File: config.mk
export PLATFORM = sky130hd
export DESIGN_NAME = ir_carrier_gen
export DESIGN_NICKNAME = d
export VERILOG_FILES = /design/src/rtl/ir_carrier_pkg.sv /design/src/rtl/ir_reg_bank.sv /design/src/rtl/ir_clk_div.sv /design/src/rtl/ir_phase_ctr.sv /design/src/rtl/ir_carrier_gen.sv
export SDC_FILE = /design/constraint.sdc
export NUM_CORES = 1
export LEC_CHECK = 0
export BUFFER_PORTS_ARGS = -buffer_cell sky130_fd_sc_hd__buf_2
export CAP_MARGIN = 30
export CORE_MARGIN = 10
export CORE_UTILIZATION = 50
export CTS_CLUSTER_DIAMETER = 100
export DETAILED_ROUTE_END_ITERATION = 6
export PLACE_DENSITY_LB_ADDON = 0.08
export SETUP_SLACK_MARGIN = 0.5
export SYNTH_ARGS = -nofsm -noshare
export SYNTH_HDL_FRONTEND = slang
export SYNTH_SLANG_ARGS = --single-unit
File: constraint.sdc
create_clock -name clk -period 2.85 [get_ports clk]
set_input_delay 0.4275 -clock clk [delete_from_list [all_inputs] [get_ports clk]]
set_output_delay 0.4275 -clock clk [all_outputs]
set_load 0.01 [all_outputs]
File: src/rtl/ir_carrier_pkg.sv
`timescale 1ns/1ps
package ir_carrier_pkg;
   localparam int unsigned REG_AW = 2;

   typedef enum logic [REG_AW-1:0] {
      RA_HI_MOD = 2'd0,
      RA_LO_MOD = 2'd1,
      RA_CTRL   = 2'd2,
      RA_LEVEL  = 2'd3
   } reg_addr_e;

   // control register field positions
   localparam int unsigned CTRL_OFF_BIT = 0;
   localparam int unsigned CTRL_SEL_LSB = 1;
endpackage

File: src/rtl/ir_reg_bank.sv
`timescale 1ns/1ps
module ir_reg_bank
   import ir_carrier_pkg::*;
#(
   parameter int unsigned DATA_W = 8,
   parameter int unsigned SEL_W  = 2
) (
   input  logic              clk,
   input  logic              rst_n,
   input  logic              wr_en,
   input  logic [REG_AW-1:0] wr_addr,
   input  logic [DATA_W-1:0] wr_data,
   output logic [DATA_W-1:0] hi_mod,
   output logic [DATA_W-1:0] lo_mod,
   output logic              carrier_off,
   output logic [SEL_W-1:0]  div_sel,
   output logic              lvl_pend
);
   localparam int unsigned SEL_MSB = CTRL_SEL_LSB + SEL_W - 1;

   if (SEL_MSB >= DATA_W) begin : g_bad_ctrl
      $error("control fields do not fit in the data width");
   end

   always_ff @(posedge clk or negedge rst_n) begin
      if (!rst_n) begin
         hi_mod      <= '0;
         lo_mod      <= '0;
         carrier_off <= 1'b0;
         div_sel     <= '0;
         lvl_pend    <= 1'b0;
      end else if (wr_en) begin
         unique case (reg_addr_e'(wr_addr))
            RA_HI_MOD: hi_mod <= wr_data;
            RA_LO_MOD: lo_mod <= wr_data;
            RA_CTRL: begin
               carrier_off <= wr_data[CTRL_OFF_BIT];
               div_sel     <= wr_data[SEL_MSB:CTRL_SEL_LSB];
            end
            RA_LEVEL:  lvl_pend <= wr_data[0];
            default: ;
         endcase
      end
   end
endmodule

File: src/rtl/ir_clk_div.sv
`timescale 1ns/1ps
module ir_clk_div #(
   parameter int unsigned SEL_W = 2
) (
   input  logic             clk,
   input  logic             rst_n,
   input  logic             clr,
   input  logic [SEL_W-1:0] sel,
   output logic             tick
);
   localparam int unsigned NSEL  = 1 << SEL_W;
   localparam int unsigned PRE_W = (NSEL > 1) ? NSEL - 1 : 1;

   if (SEL_W < 1 || SEL_W > 3) begin : g_bad_sel
      $error("SEL_W must be 1 to 3");
   end

   logic [PRE_W-1:0] pre;
   logic [NSEL-1:0]  taps;

   // one tap per divide option: ratio 2**s fires when low s bits are all one
   for (genvar s = 0; s < NSEL; s++) begin : g_tap
      if (s == 0) begin : g_direct
         assign taps[s] = 1'b1;
      end else begin : g_div
         assign taps[s] = &pre[s-1:0];
      end
   end

   assign tick = taps[sel];

   always_ff @(posedge clk or negedge rst_n) begin
      if (!rst_n)   pre <= '0;
      else if (clr) pre <= '0;
      else          pre <= pre + 1'b1;
   end

   p_restart_r7: assert property (@(posedge clk) disable iff (!rst_n)
      clr |=> (tick == (sel == '0)));
endmodule

File: src/rtl/ir_phase_ctr.sv
`timescale 1ns/1ps
module ir_phase_ctr #(
   parameter int unsigned CNT_W = 8
) (
   input  logic             clk,
   input  logic             rst_n,
   input  logic             run,
   input  logic             adv,
   input  logic [CNT_W-1:0] hi_lim,
   input  logic [CNT_W-1:0] lo_lim,
   output logic             phase_hi
);
   if (CNT_W < 2) begin : g_bad_cnt
      $error("CNT_W must be at least 2");
   end

   logic [CNT_W-1:0] cnt;
   logic [CNT_W-1:0] lim;   // limit of the phase in progress, latched at boundaries
   logic             at_end;

   assign at_end = (cnt == lim);

   always_ff @(posedge clk or negedge rst_n) begin
      if (!rst_n) begin
         cnt      <= '0;
         phase_hi <= 1'b1;
         lim      <= '0;
      end else if (!run) begin
         cnt      <= '0;
         phase_hi <= 1'b1;
         lim      <= hi_lim;
      end else if (adv) begin
         if (at_end) begin
            cnt      <= '0;
            phase_hi <= !phase_hi;
            lim      <= phase_hi ? lo_lim : hi_lim;
         end else begin
            cnt <= cnt + 1'b1;
         end
      end
   end

   p_cnt_bound_r2: assert property (@(posedge clk) disable iff (!rst_n)
      cnt <= lim);
   p_burst_start_r8: assert property (@(posedge clk) disable iff (!rst_n)
      $rose(run) |-> (cnt == '0 && phase_hi));
   p_lim_hold_r10: assert property (@(posedge clk) disable iff (!rst_n)
      (cnt != '0) |-> $stable(lim));
endmodule

File: src/rtl/ir_carrier_gen.sv
`timescale 1ns/1ps
module ir_carrier_gen
   import ir_carrier_pkg::*;
#(
   parameter int unsigned CNT_W = 8,
   parameter int unsigned SEL_W = 2
) (
   input  logic              clk,
   input  logic              rst_n,
   input  logic              wr_en,
   input  logic [REG_AW-1:0] wr_addr,
   input  logic [CNT_W-1:0]  wr_data,
   input  logic              tmr_tick,
   output logic              carrier_out
);
   logic [CNT_W-1:0] hi_mod, lo_mod;
   logic             carrier_off;
   logic [SEL_W-1:0] div_sel;
   logic             lvl_pend;
   logic             lvl_act;
   logic             cnt_tick;
   logic             phase_hi;

   ir_reg_bank #(.DATA_W(CNT_W), .SEL_W(SEL_W)) u_regs (
      .clk         (clk),
      .rst_n       (rst_n),
      .wr_en       (wr_en),
      .wr_addr     (wr_addr),
      .wr_data     (wr_data),
      .hi_mod      (hi_mod),
      .lo_mod      (lo_mod),
      .carrier_off (carrier_off),
      .div_sel     (div_sel),
      .lvl_pend    (lvl_pend)
   );

   // active level moves only on the period tick
   always_ff @(posedge clk or negedge rst_n) begin
      if (!rst_n)        lvl_act <= 1'b0;
      else if (tmr_tick) lvl_act <= lvl_pend;
   end

   ir_clk_div #(.SEL_W(SEL_W)) u_div (
      .clk   (clk),
      .rst_n (rst_n),
      .clr   (!lvl_act),
      .sel   (div_sel),
      .tick  (cnt_tick)
   );

   ir_phase_ctr #(.CNT_W(CNT_W)) u_ctr (
      .clk      (clk),
      .rst_n    (rst_n),
      .run      (lvl_act),
      .adv      (cnt_tick),
      .hi_lim   (hi_mod),
      .lo_lim   (lo_mod),
      .phase_hi (phase_hi)
   );

   assign carrier_out = lvl_act & (carrier_off | phase_hi);

   p_level_hold_r5: assert property (@(posedge clk) disable iff (!rst_n)
      !tmr_tick |=> $stable(lvl_act));
   p_burst_out_r8: assert property (@(posedge clk) disable iff (!rst_n)
      $rose(lvl_act) |-> carrier_out);
endmodule

==> out/metrics.yaml, run 1 <==
required_ns: 3.03
synth_area_um2: 1880
cp_cell_sequence: "xor2_1 -> nor4_2 -> a21oi_2 -> o21ai_2 -> o311ai_1"
synth_fp_nets: 175
hp-class: "primary input to asynchronous set/reset pin"
rsz0062_at_grt: "false"
rows: 22
min_period_over_period_pct: 69.4
peakVddDrop_mv: 0.342
grt_pass1_vias: 1302
fp.coreArea_um2: 3660
hpwl_mm: 2.52
ys_warn_count: 0
area_growth_syn_to_layout_pct: 12.7
synth_commonest_cells: "dfrtp_1 (40), mux2_2 (20), nand2_1 (13), o21ai_0 (13), nand3_1 (10)"
h-tree-depth: 2
cts_buffers: 5
cts_sinks: 41
yosysMostFrequentCell: "dfrtp_1"
routedWlPerCell_um: 15.5
startpoint_type: "flip-flop"
viasPerCell: 5.48
r2r_start: "u_ctr.cnt[0]"
antenna_cells: 0
grt_max_degree: 42
path_clk_slew_ns: 0.08
worstMarginPinSlew_ns: 0.893
synth.top_cell.area_share_pct: 53.3
gr-total-overflow: 0
io_pins: 15
r2r_cells: 5
first_pass_iters: 4
yosys_most_used_dff: "dfrtp_1"
gp_congestion: 0.779
cts_tree: "done"
final_area_um2: 2120
cts_resized: 0
yosys-top-cells-area: "dfrtp_1 (53%), mux2_2 (12%), mux2i_1 (4.8%)"
initial_utilization_pct: 51.3
grt.total_usage_pct: 12.1
syn_area_per_cell_um2: 11.9
drc: 0
die_w_um: 81.3
reg2reg_slack_ns: 0.87
ys_seq_area_share_pct: 54.7
n_fill_cell: 307
clk_latency_ns: 0.30
synth_top_area_cell: "dfrtp_1"
drtIter0Drc: 73
fin_setup_tns_ns: 0
power_density_nw_per_um2: 785
async_flop_share_pct: 100
syn_inst: 158
clock-skew-final_ns: 0.00722
grt_pass1_wl_mm: 6.13
die_h_um: 81.3
period_needed_ns: 1.98
finalMaxSlewViolations: 0
drv_cap: 0
critPathMaxFanout: 17
cp-end-kind: "flip-flop"
setup.worst_path.class: "flip-flop to flip-flop"
max_slew_margin_pct: 40.4
max_stage_delay_ns: 0.56
totalWireLength_mm: 3.48
postCtsHoldBufs: 0
nNetsFinal: 193
place_area_um2: 2000
ys_seq_elements: 41
crit_slowest_cell: "a21oi_2"
setup_viol: 0
r2r-end: "u_ctr.cnt[4]"
drive_above_1_share_pct: 28.8
outcome: "finished, final reports clean"
synth_cell_type_count: 30
p_leak_uw: 0.000953
vias: 1232
antenna_found_initial: 0
worstPathArrival_ns: 2.16
ctsRootBufferMaster: "clkbuf_8"
hold_violations: 0
synth_edf_count: 0
post_cts_buffers: 0
fmax_ghz: 0.506
portBuffers: 14
clock_path_buffers: 2
final_antenna_net_count: 0
die-area_um2: 6610
==> layer usage <==
layer / up-vias / global-route usage, % / part of all wire, %
li1: 603 / - / -
met1: 602 / 13.7 / 46
met2: 22 / 19.6 / 48
met3: 5 / 4.42 / 4.6
met4: 0 / 6.23 / 2.1
met5: - / 0 / 0
==> worst max-delay path by stage <==
stage / slack (ns) / end / startpoint
CTS: 0.60 / u_ctr.lim[4] / u_div.pre[0]
floorplan: 1.0 / u_ctr.cnt[5] / u_div.pre[0]
detailed placement: 0.62 / u_ctr.lim[4] / u_div.pre[0]
finish: 0.87 / u_ctr.cnt[4] / u_ctr.cnt[0]
global placement: 0.71 / u_ctr.lim[7] / u_div.pre[0]
global route: 0.64 / u_ctr.lim[4] / u_div.pre[0]
==> cell usage in the layout, fill, tap and decap left out, types with 3 or more instances in the layout <==
| cell type | netlist | routed |
|---|---|---|
| o21ai_0 | 13 | 13 |
| mux2_2 | 20 | 20 |
| buf_2 | 1 | 14 |
| xor2_1 | 9 | 9 |
| ha_1 | 3 | 3 |
| nor2_1 | 5 | 4 |
| o21ai_1 | 8 | 8 |
| nand2_1 | 13 | 13 |
| nand3_1 | 10 | 10 |
| clkbuf_8 | 0 | 6 |
| mux2i_1 | 9 | 9 |
| dfrtp_1 | 40 | 40 |
| o311ai_1 | 3 | 3 |
==> where the power goes <==
| group | internal (µW) | total, µW | switching, µW | leakage, µW |
|---|---|---|---|---|
| logic | 169 | 368 | 199 | 0.000386 |
| registers | 716 | 814 | 98.0 | 0.000508 |
| clock network | 286 | 481 | 196 | 0.0000585 |
==> worst max-delay path, delay by kind of cell, from the launching register on <==
| kind | cells | cell delay (ns) |
|---|---|---|
| simple gates | 1 | 0.09 |
| flops | 1 | 0.46 |
| compound gates | 3 | 1.11 |
| xor+xnor | 1 | 0.20 |
==> registers in the layout, indices dropped and copies added, names as in the netlist <==
register,cells
lvl_act,1
u_regs.lo_mod,8
u_div.pre,3
u_regs.div_sel,2
u_regs.lvl_pend,1
u_ctr.phase_hi,1
u_ctr.cnt,8
u_ctr.lim,8
u_regs.carrier_off,1
u_regs.hi_mod,8
==> final cells by class <==
type	instances	area, µm²	share of cell area [%]
sequential	41	1030	48.5
multi-input combinational	111	830	39.2
clock buffer	7	86.3	4.08
timing repair buffer	15	77.6	3.66
tap	48	60.1	2.84
clock inverter	1	30.0	1.42
inverter	2	7.51	0.354
==> per-stage QoR <==
| step | setup slack (ns) | hold slack, ns | utilization [%] | total power (µW) | cells |
|---|---|---|---|---|---|
| global placement | 0.710 | 0.434 | 54.6 | 1170 | 217 |
| CTS | 0.601 | 0.281 | 57.8 | 1680 | 225 |
| floorplan | 0.999 | 0.132 | - | 1080 | 158 |
| detailed placement | 0.617 | 0.449 | 54.6 | 1200 | 217 |
| finish | 0.872 | 0.251 | 57.9 | 1660 | 225 |
| global route | 0.640 | 0.309 | 57.9 | 1770 | 225 |
==> kinds of logic after synthesis <==
kind of cell	synth area share [%]
flip-flops	54.7
AND/OR/NAND/NOR	11.4
AO/OA/AOI/OAI	9.65
multiplexers	16.8
XOR/XNOR	4.19
buffers and inverters	1.33
adder cells (fa/ha/maj)	2.00
Power figures use the tool's default switching activity.
==> inputs of run 2 (changes only) <==
- clock period: 2.85 -> 1.6 ns (I/O delays scaled with it)
==> run 2 against run 1 <==
The flow now finishes with violations (negative setup slack). Routed wire length rose by 14%. Fmax is 20% higher. Non-clock buffer count is 26 higher. Largest cell class unchanged. Highest routed layer unchanged.
==> out/metrics.yaml, run 2 (synthesis gave the netlist of run 1 again) <==
r2r-end: "u_ctr.cnt[4]"
area_growth_syn_to_layout_pct: 28.1
mostFrequentLayoutCells: "dfrtp_1 (40), buf_4 (21), mux2_2 (20)"
rows: 22
cts_sinks: 41
cp-end-kind: "flip-flop"
outcome: "finished, violations left"
violations: "negative setup slack"
grt.total_usage_pct: 13.3
p_leak_uw: 0.00110
first_pass_iters: 4
startpoint_type: "flip-flop"
path_clk_slew_ns: 0.08
r2r_cells: 6
required_ns: 1.77
hp-class: "primary input to flip-flop"
worstMarginPinSlew_ns: 0.488
worstPathArrival_ns: 1.81
holdPathEnd: "lvl_act"
totalWireLength_mm: 3.95
setup_viol: 13
drc: 0
die_w_um: 81.3
gp_congestion: 0.777
drive_above_1_share_pct: 43.3
place_area_um2: 2150
reg2reg_slack_ns: -0.04
vias: 1347
hold-path-cell-count: 2
io_pins: 15
min_period_over_period_pct: 103
fp.coreArea_um2: 3660
hold_ws_ns: 0.177
final_antenna_net_count: 0
h-tree-depth: 2
layoutNonFillerInstCount: 251
timing.final.ws_setup_ns: -0.0434
r2r_start: "u_ctr.cnt[4]"
cts_buffers: 5
hpwl_mm: 2.90
nNetsFinal: 219
die_h_um: 81.3
clk_latency_ns: 0.29
peakVddDrop_mv: 0.865
finalMaxSlewViolations: 0
power_density_nw_per_um2: 1370
initial_utilization_pct: 51.3
clock-skew-final_ns: 0.00649
setup.worst_path.class: "flip-flop to flip-flop"
hold_violations: 0
min_from: "tmr_tick"
final_area_um2: 2410
portBuffers: 14
antenna_cells: 0
viasPerCell: 5.37
period_needed_ns: 1.64
place_inst: 234
ctsRootBufferMaster: "clkbuf_8"
rsz0062_at_grt: "true"
cts_tree: "done"
max_slew_margin_pct: 67.4
clock_path_buffers: 2
mostFrequentLayoutCell: "dfrtp_1"
drv_cap: 0
grt_pass1_wl_mm: 6.83
gr-total-overflow: 0
startpoint: "u_ctr.cnt[4]"
routedWlPerCell_um: 15.7
drtIter0Drc: 41
die-area_um2: 6610
critPathMaxFanout: 6
antenna_found_initial: 0
grt_max_degree: 18
fmax_ghz: 0.608
grt_pass1_vias: 1440
[run 2: cell types whose count changed in the layout (fill, tap and decap cells not counted), moves of 2 or more]
cell | before | now
buf_4 | 1 | 21
o21ai_0 | 13 | 4
o21ai_1 | 8 | 15
buf_6 | 0 | 5
ha_1 | 3 | 1
[run 2: critical path, stage by stage (launching register included)]
cell      delay, ns
dfrtp_1        0.41
xor2_1         0.15
nor4_2         0.38
a21oi_2        0.17
buf_4          0.17
o21ai_4        0.09
o311ai_1       0.14
[run 2: cell type report]
cell class	count	area [µm²]
well taps	48	60.1
repair buffers	41	294
fillers	290	1250
multi-input cells	111	896
clock buffers	6	82.6
inverters	2	10.0
flip-flops and latches	41	1030
clock inverters	2	37.5
[run 2: layer usage]
metal | vias up | track usage [%] | share of wire, %
met1 | 669 | 15.5 | 44
met2 | 17 | 22.6 | 52
met5 | - | 0 | 0
met3 | 6 | 2.87 | 2.5
li1 | 655 | - | -
met4 | 0 | 6.23 | 1.6
[run 2: timing repair]
item | in CTS | in global routing
gates resized for setup | 14 | 13
pin swaps | 13 | 8
endpoints found under the hold margin | 14 | 0
endpoints found under the setup margin | 18 | 19
hold buffers | 1 | 0
cloned | 1 | 0
buffers inserted | 5 | 2
[run 2: metrics by stage]
stage / worst slack (ns) / TNS, ns / power [µW] / util [%]
finish: -0.0434 / -0.245 / 3300 / 65.8
global route: -0.135 / -1.54 / 3510 / 65.8
CTS: -0.0429 / -0.292 / 3280 / 64.2
detailed placement: -0.206 / -2.13 / 2290 / 58.7
global placement: -0.150 / -1.49 / 2230 / 58.7
floorplan: -0.0176 / -0.141 / 1970 / -
[run 2: power breakdown]
part	total, µW	switching [µW]	internal, µW	leakage [µW]
clock network	860	353	507	0.0000574
registers	1450	173	1270	0.000508
logic	996	469	527	0.000532
total	3300	994	2310	0.00110
[run 2: worst max path at each step]
stage	to	slack, ns
2_1_floorplan	u_ctr.lim[0]	-0.02
3_3_place_gp	u_ctr.lim[6]	-0.15
3_5_place_dp	u_ctr.lim[4]	-0.21
4_1_cts	u_ctr.cnt[4]	-0.04
5_1_grt	u_ctr.cnt[3]	-0.14
6_report	u_ctr.cnt[4]	-0.04
